### config.mk
export PLATFORM = sky130hd
export DESIGN_NAME = rowhit_sched
export DESIGN_NICKNAME = d
export VERILOG_FILES = /design/src/rtl/rowhit_sched_pkg.sv /design/src/rtl/sched_queue.sv /design/src/rtl/sched_hit.sv /design/src/rtl/sched_pick.sv /design/src/rtl/rowhit_sched.sv
export SDC_FILE = /design/constraint.sdc
export NUM_CORES = 1
export LEC_CHECK = 0
export BUFFER_PORTS_ARGS = -buffer_cell sky130_fd_sc_hd__buf_4
export CAP_MARGIN = 5
export CORE_MARGIN = 3
export CORE_UTILIZATION = 45
export DETAILED_ROUTE_END_ITERATION = 10
export PLACE_DENSITY_LB_ADDON = 0.3
export REMOVE_ABC_BUFFERS = 1
export SYNTH_ARGS = -nofsm -noshare
export SYNTH_HDL_FRONTEND = slang
export SYNTH_HIERARCHICAL = 1
export SYNTH_SLANG_ARGS = --single-unit
### constraint.sdc
create_clock -name clk -period 11.55 [get_ports clk]
set_input_delay 1.7325 -clock clk [delete_from_list [all_inputs] [get_ports clk]]
set_output_delay 1.7325 -clock clk [all_outputs]
set_load 0.02 [all_outputs]
### src/rtl/rowhit_sched_pkg.sv
package rowhit_sched_pkg;
    typedef enum logic [1:0] {
        MODE_IDLE,
        MODE_HIT,
        MODE_OLDEST,
        MODE_STARVE
    } pick_mode_e;
endpackage

### src/rtl/sched_queue.sv
module sched_queue #(
    parameter int DEPTH   = 8,
    parameter int BANK_W  = 3,
    parameter int ROW_W   = 14,
    parameter int COL_W   = 10,
    parameter int AGE_CAP = 32,
    parameter int AGE_W   = 6,
    parameter int IDX_W   = 3,
    parameter int CNT_W   = 4
) (
    input  logic              clk,
    input  logic              rst_n,
    input  logic              enq_fire,
    input  logic [BANK_W-1:0] enq_bank,
    input  logic [ROW_W-1:0]  enq_row,
    input  logic [COL_W-1:0]  enq_col,
    input  logic              deq_fire,
    input  logic [IDX_W-1:0]  deq_idx,
    output logic [DEPTH-1:0]  q_vld,
    output logic [BANK_W-1:0] q_bank [DEPTH],
    output logic [ROW_W-1:0]  q_row  [DEPTH],
    output logic [COL_W-1:0]  q_col  [DEPTH],
    output logic [AGE_W-1:0]  q_age  [DEPTH],
    output logic [CNT_W-1:0]  q_cnt
);
    logic [DEPTH-1:0]  vld_r, n_vld;
    logic [BANK_W-1:0] bank_r [DEPTH];
    logic [BANK_W-1:0] n_bank [DEPTH];
    logic [ROW_W-1:0]  row_r  [DEPTH];
    logic [ROW_W-1:0]  n_row  [DEPTH];
    logic [COL_W-1:0]  col_r  [DEPTH];
    logic [COL_W-1:0]  n_col  [DEPTH];
    logic [AGE_W-1:0]  age_r  [DEPTH];
    logic [AGE_W-1:0]  n_age  [DEPTH];
    logic [CNT_W-1:0]  cnt_after;

    // Compact out the issued slot, age the survivors, append the newcomer.
    always_comb begin
        cnt_after = '0;
        for (int i = 0; i < DEPTH; i++) begin
            int  src;
            logic take;
            src  = (i < DEPTH-1) ? i + 1 : i;
            take = deq_fire && (i >= int'(deq_idx));
            if (take) begin
                n_vld[i]  = (i < DEPTH-1) ? vld_r[src] : 1'b0;
                n_bank[i] = bank_r[src];
                n_row[i]  = row_r[src];
                n_col[i]  = col_r[src];
                n_age[i]  = age_r[src];
            end else begin
                n_vld[i]  = vld_r[i];
                n_bank[i] = bank_r[i];
                n_row[i]  = row_r[i];
                n_col[i]  = col_r[i];
                n_age[i]  = age_r[i];
            end
            if (n_vld[i] && (AGE_CAP > 0) && (int'(n_age[i]) < AGE_CAP))
                n_age[i] = n_age[i] + 1'b1;
            cnt_after = cnt_after + CNT_W'(n_vld[i]);
        end
        for (int i = 0; i < DEPTH; i++) begin
            if (enq_fire && (int'(cnt_after) == i)) begin
                n_vld[i]  = 1'b1;
                n_bank[i] = enq_bank;
                n_row[i]  = enq_row;
                n_col[i]  = enq_col;
                n_age[i]  = '0;
            end
        end
    end

    always_ff @(posedge clk) begin
        if (!rst_n) begin
            vld_r <= '0;
        end else begin
            vld_r <= n_vld;
        end
        for (int i = 0; i < DEPTH; i++) begin
            bank_r[i] <= n_bank[i];
            row_r[i]  <= n_row[i];
            col_r[i]  <= n_col[i];
            age_r[i]  <= n_age[i];
        end
    end

    always_comb begin
        q_cnt = '0;
        for (int i = 0; i < DEPTH; i++) q_cnt = q_cnt + CNT_W'(vld_r[i]);
    end

    assign q_vld  = vld_r;
    assign q_bank = bank_r;
    assign q_row  = row_r;
    assign q_col  = col_r;
    assign q_age  = age_r;

    // held entries always form a gap-free run from slot 0
    generate
        for (genvar g = 0; g < DEPTH-1; g++) begin : g_pack
            no_gap_chk: assert property (@(posedge clk) disable iff (!rst_n)
                !vld_r[g] |-> !vld_r[g+1]);
        end
    endgenerate
endmodule

### src/rtl/sched_hit.sv
module sched_hit #(
    parameter int DEPTH  = 8,
    parameter int NBANK  = 8,
    parameter int BANK_W = 3,
    parameter int ROW_W  = 14
) (
    input  logic [DEPTH-1:0]       q_vld,
    input  logic [BANK_W-1:0]      q_bank [DEPTH],
    input  logic [ROW_W-1:0]       q_row  [DEPTH],
    input  logic [NBANK-1:0]       open_vld,
    input  logic [NBANK*ROW_W-1:0] open_row,
    output logic [DEPTH-1:0]       hit
);
    logic [ROW_W-1:0] bank_row [NBANK];

    generate
        for (genvar b = 0; b < NBANK; b++) begin : g_bank
            assign bank_row[b] = open_row[b*ROW_W +: ROW_W];
        end
        for (genvar s = 0; s < DEPTH; s++) begin : g_slot
            always_comb begin
                hit[s] = 1'b0;
                if (q_vld[s] && (int'(q_bank[s]) < NBANK))
                    hit[s] = open_vld[q_bank[s]] && (bank_row[q_bank[s]] == q_row[s]);
            end
        end
    endgenerate
endmodule

### src/rtl/sched_pick.sv
module sched_pick
    import rowhit_sched_pkg::*;
#(
    parameter int DEPTH   = 8,
    parameter int AGE_CAP = 32,
    parameter int AGE_W   = 6,
    parameter int IDX_W   = 3
) (
    input  logic [DEPTH-1:0] q_vld,
    input  logic [DEPTH-1:0] hit,
    input  logic [AGE_W-1:0] age0,
    output pick_mode_e       mode,
    output logic [IDX_W-1:0] sel_idx
);
    logic             starve;
    logic [IDX_W-1:0] first_hit;

    generate
        if (AGE_CAP > 0) begin : g_cap
            assign starve = q_vld[0] && (int'(age0) >= AGE_CAP);
        end else begin : g_nocap
            assign starve = 1'b0;
        end
    endgenerate

    always_comb begin
        first_hit = '0;
        for (int i = DEPTH-1; i >= 0; i--)
            if (hit[i]) first_hit = IDX_W'(i);
    end

    always_comb begin
        if (!q_vld[0])   mode = MODE_IDLE;
        else if (starve) mode = MODE_STARVE;
        else if (|hit)   mode = MODE_HIT;
        else             mode = MODE_OLDEST;
    end

    always_comb begin
        unique case (mode)
            MODE_IDLE:   sel_idx = '0;
            MODE_STARVE: sel_idx = '0;
            MODE_HIT:    sel_idx = first_hit;
            MODE_OLDEST: sel_idx = '0;
            default:     sel_idx = '0;
        endcase
    end
endmodule

### src/rtl/rowhit_sched.sv
module rowhit_sched
    import rowhit_sched_pkg::*;
#(
    parameter int DEPTH   = 8,
    parameter int NBANK   = 8,
    parameter int ROW_W   = 14,
    parameter int COL_W   = 10,
    parameter int AGE_CAP = 32,
    parameter int BANK_W  = $clog2(NBANK)
) (
    input  logic                   clk,
    input  logic                   rst_n,
    input  logic                   enq_valid,
    output logic                   enq_ready,
    input  logic [BANK_W-1:0]      enq_bank,
    input  logic [ROW_W-1:0]       enq_row,
    input  logic [COL_W-1:0]       enq_col,
    input  logic [NBANK-1:0]       open_vld,
    input  logic [NBANK*ROW_W-1:0] open_row,
    output logic                   iss_valid,
    input  logic                   iss_ready,
    output logic [BANK_W-1:0]      iss_bank,
    output logic [ROW_W-1:0]       iss_row,
    output logic [COL_W-1:0]       iss_col,
    output logic                   iss_hit
);
    localparam int IDX_W = $clog2(DEPTH);
    localparam int CNT_W = $clog2(DEPTH+1);
    localparam int AGE_W = (AGE_CAP > 0) ? $clog2(AGE_CAP+1) : 1;

    logic [DEPTH-1:0]  q_vld, hit;
    logic [BANK_W-1:0] q_bank [DEPTH];
    logic [ROW_W-1:0]  q_row  [DEPTH];
    logic [COL_W-1:0]  q_col  [DEPTH];
    logic [AGE_W-1:0]  q_age  [DEPTH];
    logic [CNT_W-1:0]  q_cnt;
    logic [IDX_W-1:0]  sel_idx;
    pick_mode_e        mode;
    logic              iss_fire, enq_fire;

    sched_queue #(
        .DEPTH(DEPTH), .BANK_W(BANK_W), .ROW_W(ROW_W), .COL_W(COL_W),
        .AGE_CAP(AGE_CAP), .AGE_W(AGE_W), .IDX_W(IDX_W), .CNT_W(CNT_W)
    ) u_queue (
        .clk(clk), .rst_n(rst_n),
        .enq_fire(enq_fire), .enq_bank(enq_bank), .enq_row(enq_row), .enq_col(enq_col),
        .deq_fire(iss_fire), .deq_idx(sel_idx),
        .q_vld(q_vld), .q_bank(q_bank), .q_row(q_row), .q_col(q_col),
        .q_age(q_age), .q_cnt(q_cnt)
    );

    sched_hit #(
        .DEPTH(DEPTH), .NBANK(NBANK), .BANK_W(BANK_W), .ROW_W(ROW_W)
    ) u_hit (
        .q_vld(q_vld), .q_bank(q_bank), .q_row(q_row),
        .open_vld(open_vld), .open_row(open_row), .hit(hit)
    );

    sched_pick #(
        .DEPTH(DEPTH), .AGE_CAP(AGE_CAP), .AGE_W(AGE_W), .IDX_W(IDX_W)
    ) u_pick (
        .q_vld(q_vld), .hit(hit), .age0(q_age[0]), .mode(mode), .sel_idx(sel_idx)
    );

    always_comb begin
        unique case (mode)
            MODE_IDLE:   iss_valid = 1'b0;
            MODE_HIT,
            MODE_OLDEST,
            MODE_STARVE: iss_valid = 1'b1;
            default:     iss_valid = 1'b0;
        endcase
    end

    assign iss_fire  = iss_valid && iss_ready;
    assign enq_ready = (int'(q_cnt) < DEPTH) || iss_fire;
    assign enq_fire  = enq_valid && enq_ready;
    assign iss_bank  = q_bank[sel_idx];
    assign iss_row   = q_row[sel_idx];
    assign iss_col   = q_col[sel_idx];
    assign iss_hit   = hit[sel_idx];


    reset_idle_chk: assert property (@(posedge clk) !rst_n |=> !iss_valid);

    valid_occ_chk: assert property (@(posedge clk) disable iff (!rst_n)
        iss_valid == (q_cnt != '0));

    hit_first_chk: assert property (@(posedge clk) disable iff (!rst_n)
        (iss_valid && (|hit) && !(AGE_CAP > 0 && int'(q_age[0]) >= AGE_CAP)) |-> iss_hit);

    starve_oldest_chk: assert property (@(posedge clk) disable iff (!rst_n)
        (iss_valid && AGE_CAP > 0 && int'(q_age[0]) >= AGE_CAP) |-> (sel_idx == '0));

    count_up_chk: assert property (@(posedge clk) disable iff (!rst_n)
        (enq_fire && !iss_fire) |=> (q_cnt == $past(q_cnt) + 1'b1));

    count_down_chk: assert property (@(posedge clk) disable iff (!rst_n)
        (iss_fire && !enq_fire) |=> (q_cnt == $past(q_cnt) - 1'b1));
endmodule

==> out/qor.csv <==
metric,value,unit
status,"finished, final reports clean",
Fin. Hold Viols,0,
CP endpoint kind,flip-flop,
register area,7610,sq um
Die X-Extent,235,microns
crit path max-delay cell type,edfxtp_1,
area of the multi-input gates,15000,sq um
die span in y,235,microns
clk_lat worst skew,530,ps
Rows,83,
placer congestion estimate,1.02,
Ys Warns,6,
Layout area overhead,12.4,%
cell area after synthesis,23500,sq um
final net count,2234,
hold path depth,2,
Fin Setup TNS,0,ps
setup repair bufs after CTS,0,
Worst setup SP type,flip-flop,
dpl hpwl,62100,microns
max cap viols,0,
DRT iter0 DRCs,2711,
gr ovfl total,0,
layout cells sized above 1,36.5,%
skew final,10.8,ps
CTS tree,yes,
Critical Path RT,11710,ps
Fmax,95.8,MHz
Starting Density,45.6,%
CP arrival,10600,ps
first-pass GRT wire length,130000,microns
Peak VDD IR,181,uV
min Tclk post-route,10440,ps
Post-Synthesis Cells,1932,
Vias,19620,
core area,51500,sq um
slew at the pin closest to its max-slew limit,1320,ps
Routed Antenna Nets,0,
cts-stage hold buffer count,0,
slew margin rel.,12.3,%
fill cell count,4575,
Cell Pwr Density,222,nW/um^2
most frequent CP cell,fa_1,
root buffer cell,clkbuf_16,
pins over their slew limit,0,
CTS buffer count,34,
PortBufs,180,
wire per inst,32.9,microns
clock sink total,272,
pin count of the biggest net entering global routing,57,
vias in the first global route,18916,
antenna violations before repair,4,
die area,55000,sq um
DRT Wirelength,91000,microns
Clock Path Buffers,3,
vias per cell,7.09,
DRC viols,0,
gr usage total,32.2,%
register-to-register setup slack,1110,ps
CP Max Fanout,27,
HP Class,flip-flop to flip-flop,
cells on worst reg2reg path,25,
H-tree levels,2,
RSZ-0062 raised after global routing,no,
"CTS clk-pin slew, worst paths",60,ps
CP peak stage delay,1040,ps
I/O pins,181,
Final Cycle Share,90.4,%
Leak,9.70,nW
PostCTS Resize Cnt,0,
final setup fails,0,
kind of critical path,flip-flop to flip-flop,
fin util,51.3,%
syn avg cell area,12.2,sq um
router iterations before antenna repair,6,
-- cells in the final DEF, fill, tap and decap left out, types with 26 or more instances in the layout --
master / count
a221oi_1: 40
buf_4: 226
clkbuf_16: 34
dfxtp_1: 56
edfxtp_1: 216
mux2_2: 260
mux2i_1: 190
mux4_2: 184
nand2_1: 246
nand2b_1: 32
nand3_1: 26
nand4_1: 45
nor2_1: 38
nor2b_1: 26
o22ai_1: 31
xnor2_1: 66
xor2_1: 63
-- flip-flops by register name (all words and copies together) (netlist names) --
signal	count
u_queue/q_age	48
u_queue/q_col	80
u_queue/q_vld	8
u_queue/q_bank	24
u_queue/q_row	112
-- per-stage QoR --
step | hold slack, ps | power (mW) | instances | area, sq um | setup slack [ps]
after global placement | 503 | 4.60 | 2706 | 25300 | 1190
final | 515 | 5.86 | 2768 | 26400 | 1110
after floorplan | 477 | 3.50 | 1795 | 22600 | -3410
after CTS | 517 | 5.75 | 2767 | 26400 | 1400
after global routing | 552 | 6.02 | 2768 | 26400 | 815
after detailed placement | 508 | 4.65 | 2706 | 25300 | 1050
-- worst max-delay path: cells and delay by family, from the launching register on --
family	cells	cell delay (ps)
muxes	1	440
AOI/OAI and AO/OA	5	800
DFF	1	1040
buffers and inverters	5	1550
and+or+nand+nor	8	3510
xor gates and xnor gates	1	290
adders and majority gates	5	2380
-- path summary, 6_finish.rpt --
kind | from | to
min | u_queue/q_age[29] | u_queue/q_age[29]
max | u_queue/q_bank[18] | u_queue/q_bank[4]
min reg2reg | u_queue/q_age[29] | u_queue/q_age[29]
max reg2reg | u_queue/q_bank[18] | u_queue/q_bank[4]
-- power by group --
part | switching [mW] | internal (mW) | total (mW)
registers | 0.341 | 1.46 | 1.80
clock network | 0.454 | 0.635 | 1.09
logic | 1.71 | 1.26 | 2.97
total | 2.51 | 3.36 | 5.86
-- cell type report --
| cell class | instances | share of cell area, % |
|---|---|---|
| multi-input cells | 1506 | 56.7 |
| flip-flops and latches | 272 | 28.8 |
| repair buffers | 231 | 6.80 |
| clock buffers | 37 | 3.26 |
| well taps | 680 | 3.22 |
| clock inverters | 24 | 0.942 |
| inverters | 17 | 0.241 |
| diodes | 1 | 0.00947 |
-- metal layers --
layer | wire length (microns) | global-route usage [%]
met1 | 34600 | 44.3
met2 | 39900 | 48.4
met3 | 12600 | 9.57
met4 | 3850 | 11.7
met5 | 16 | 0
Power figures use the tool's default switching activity.
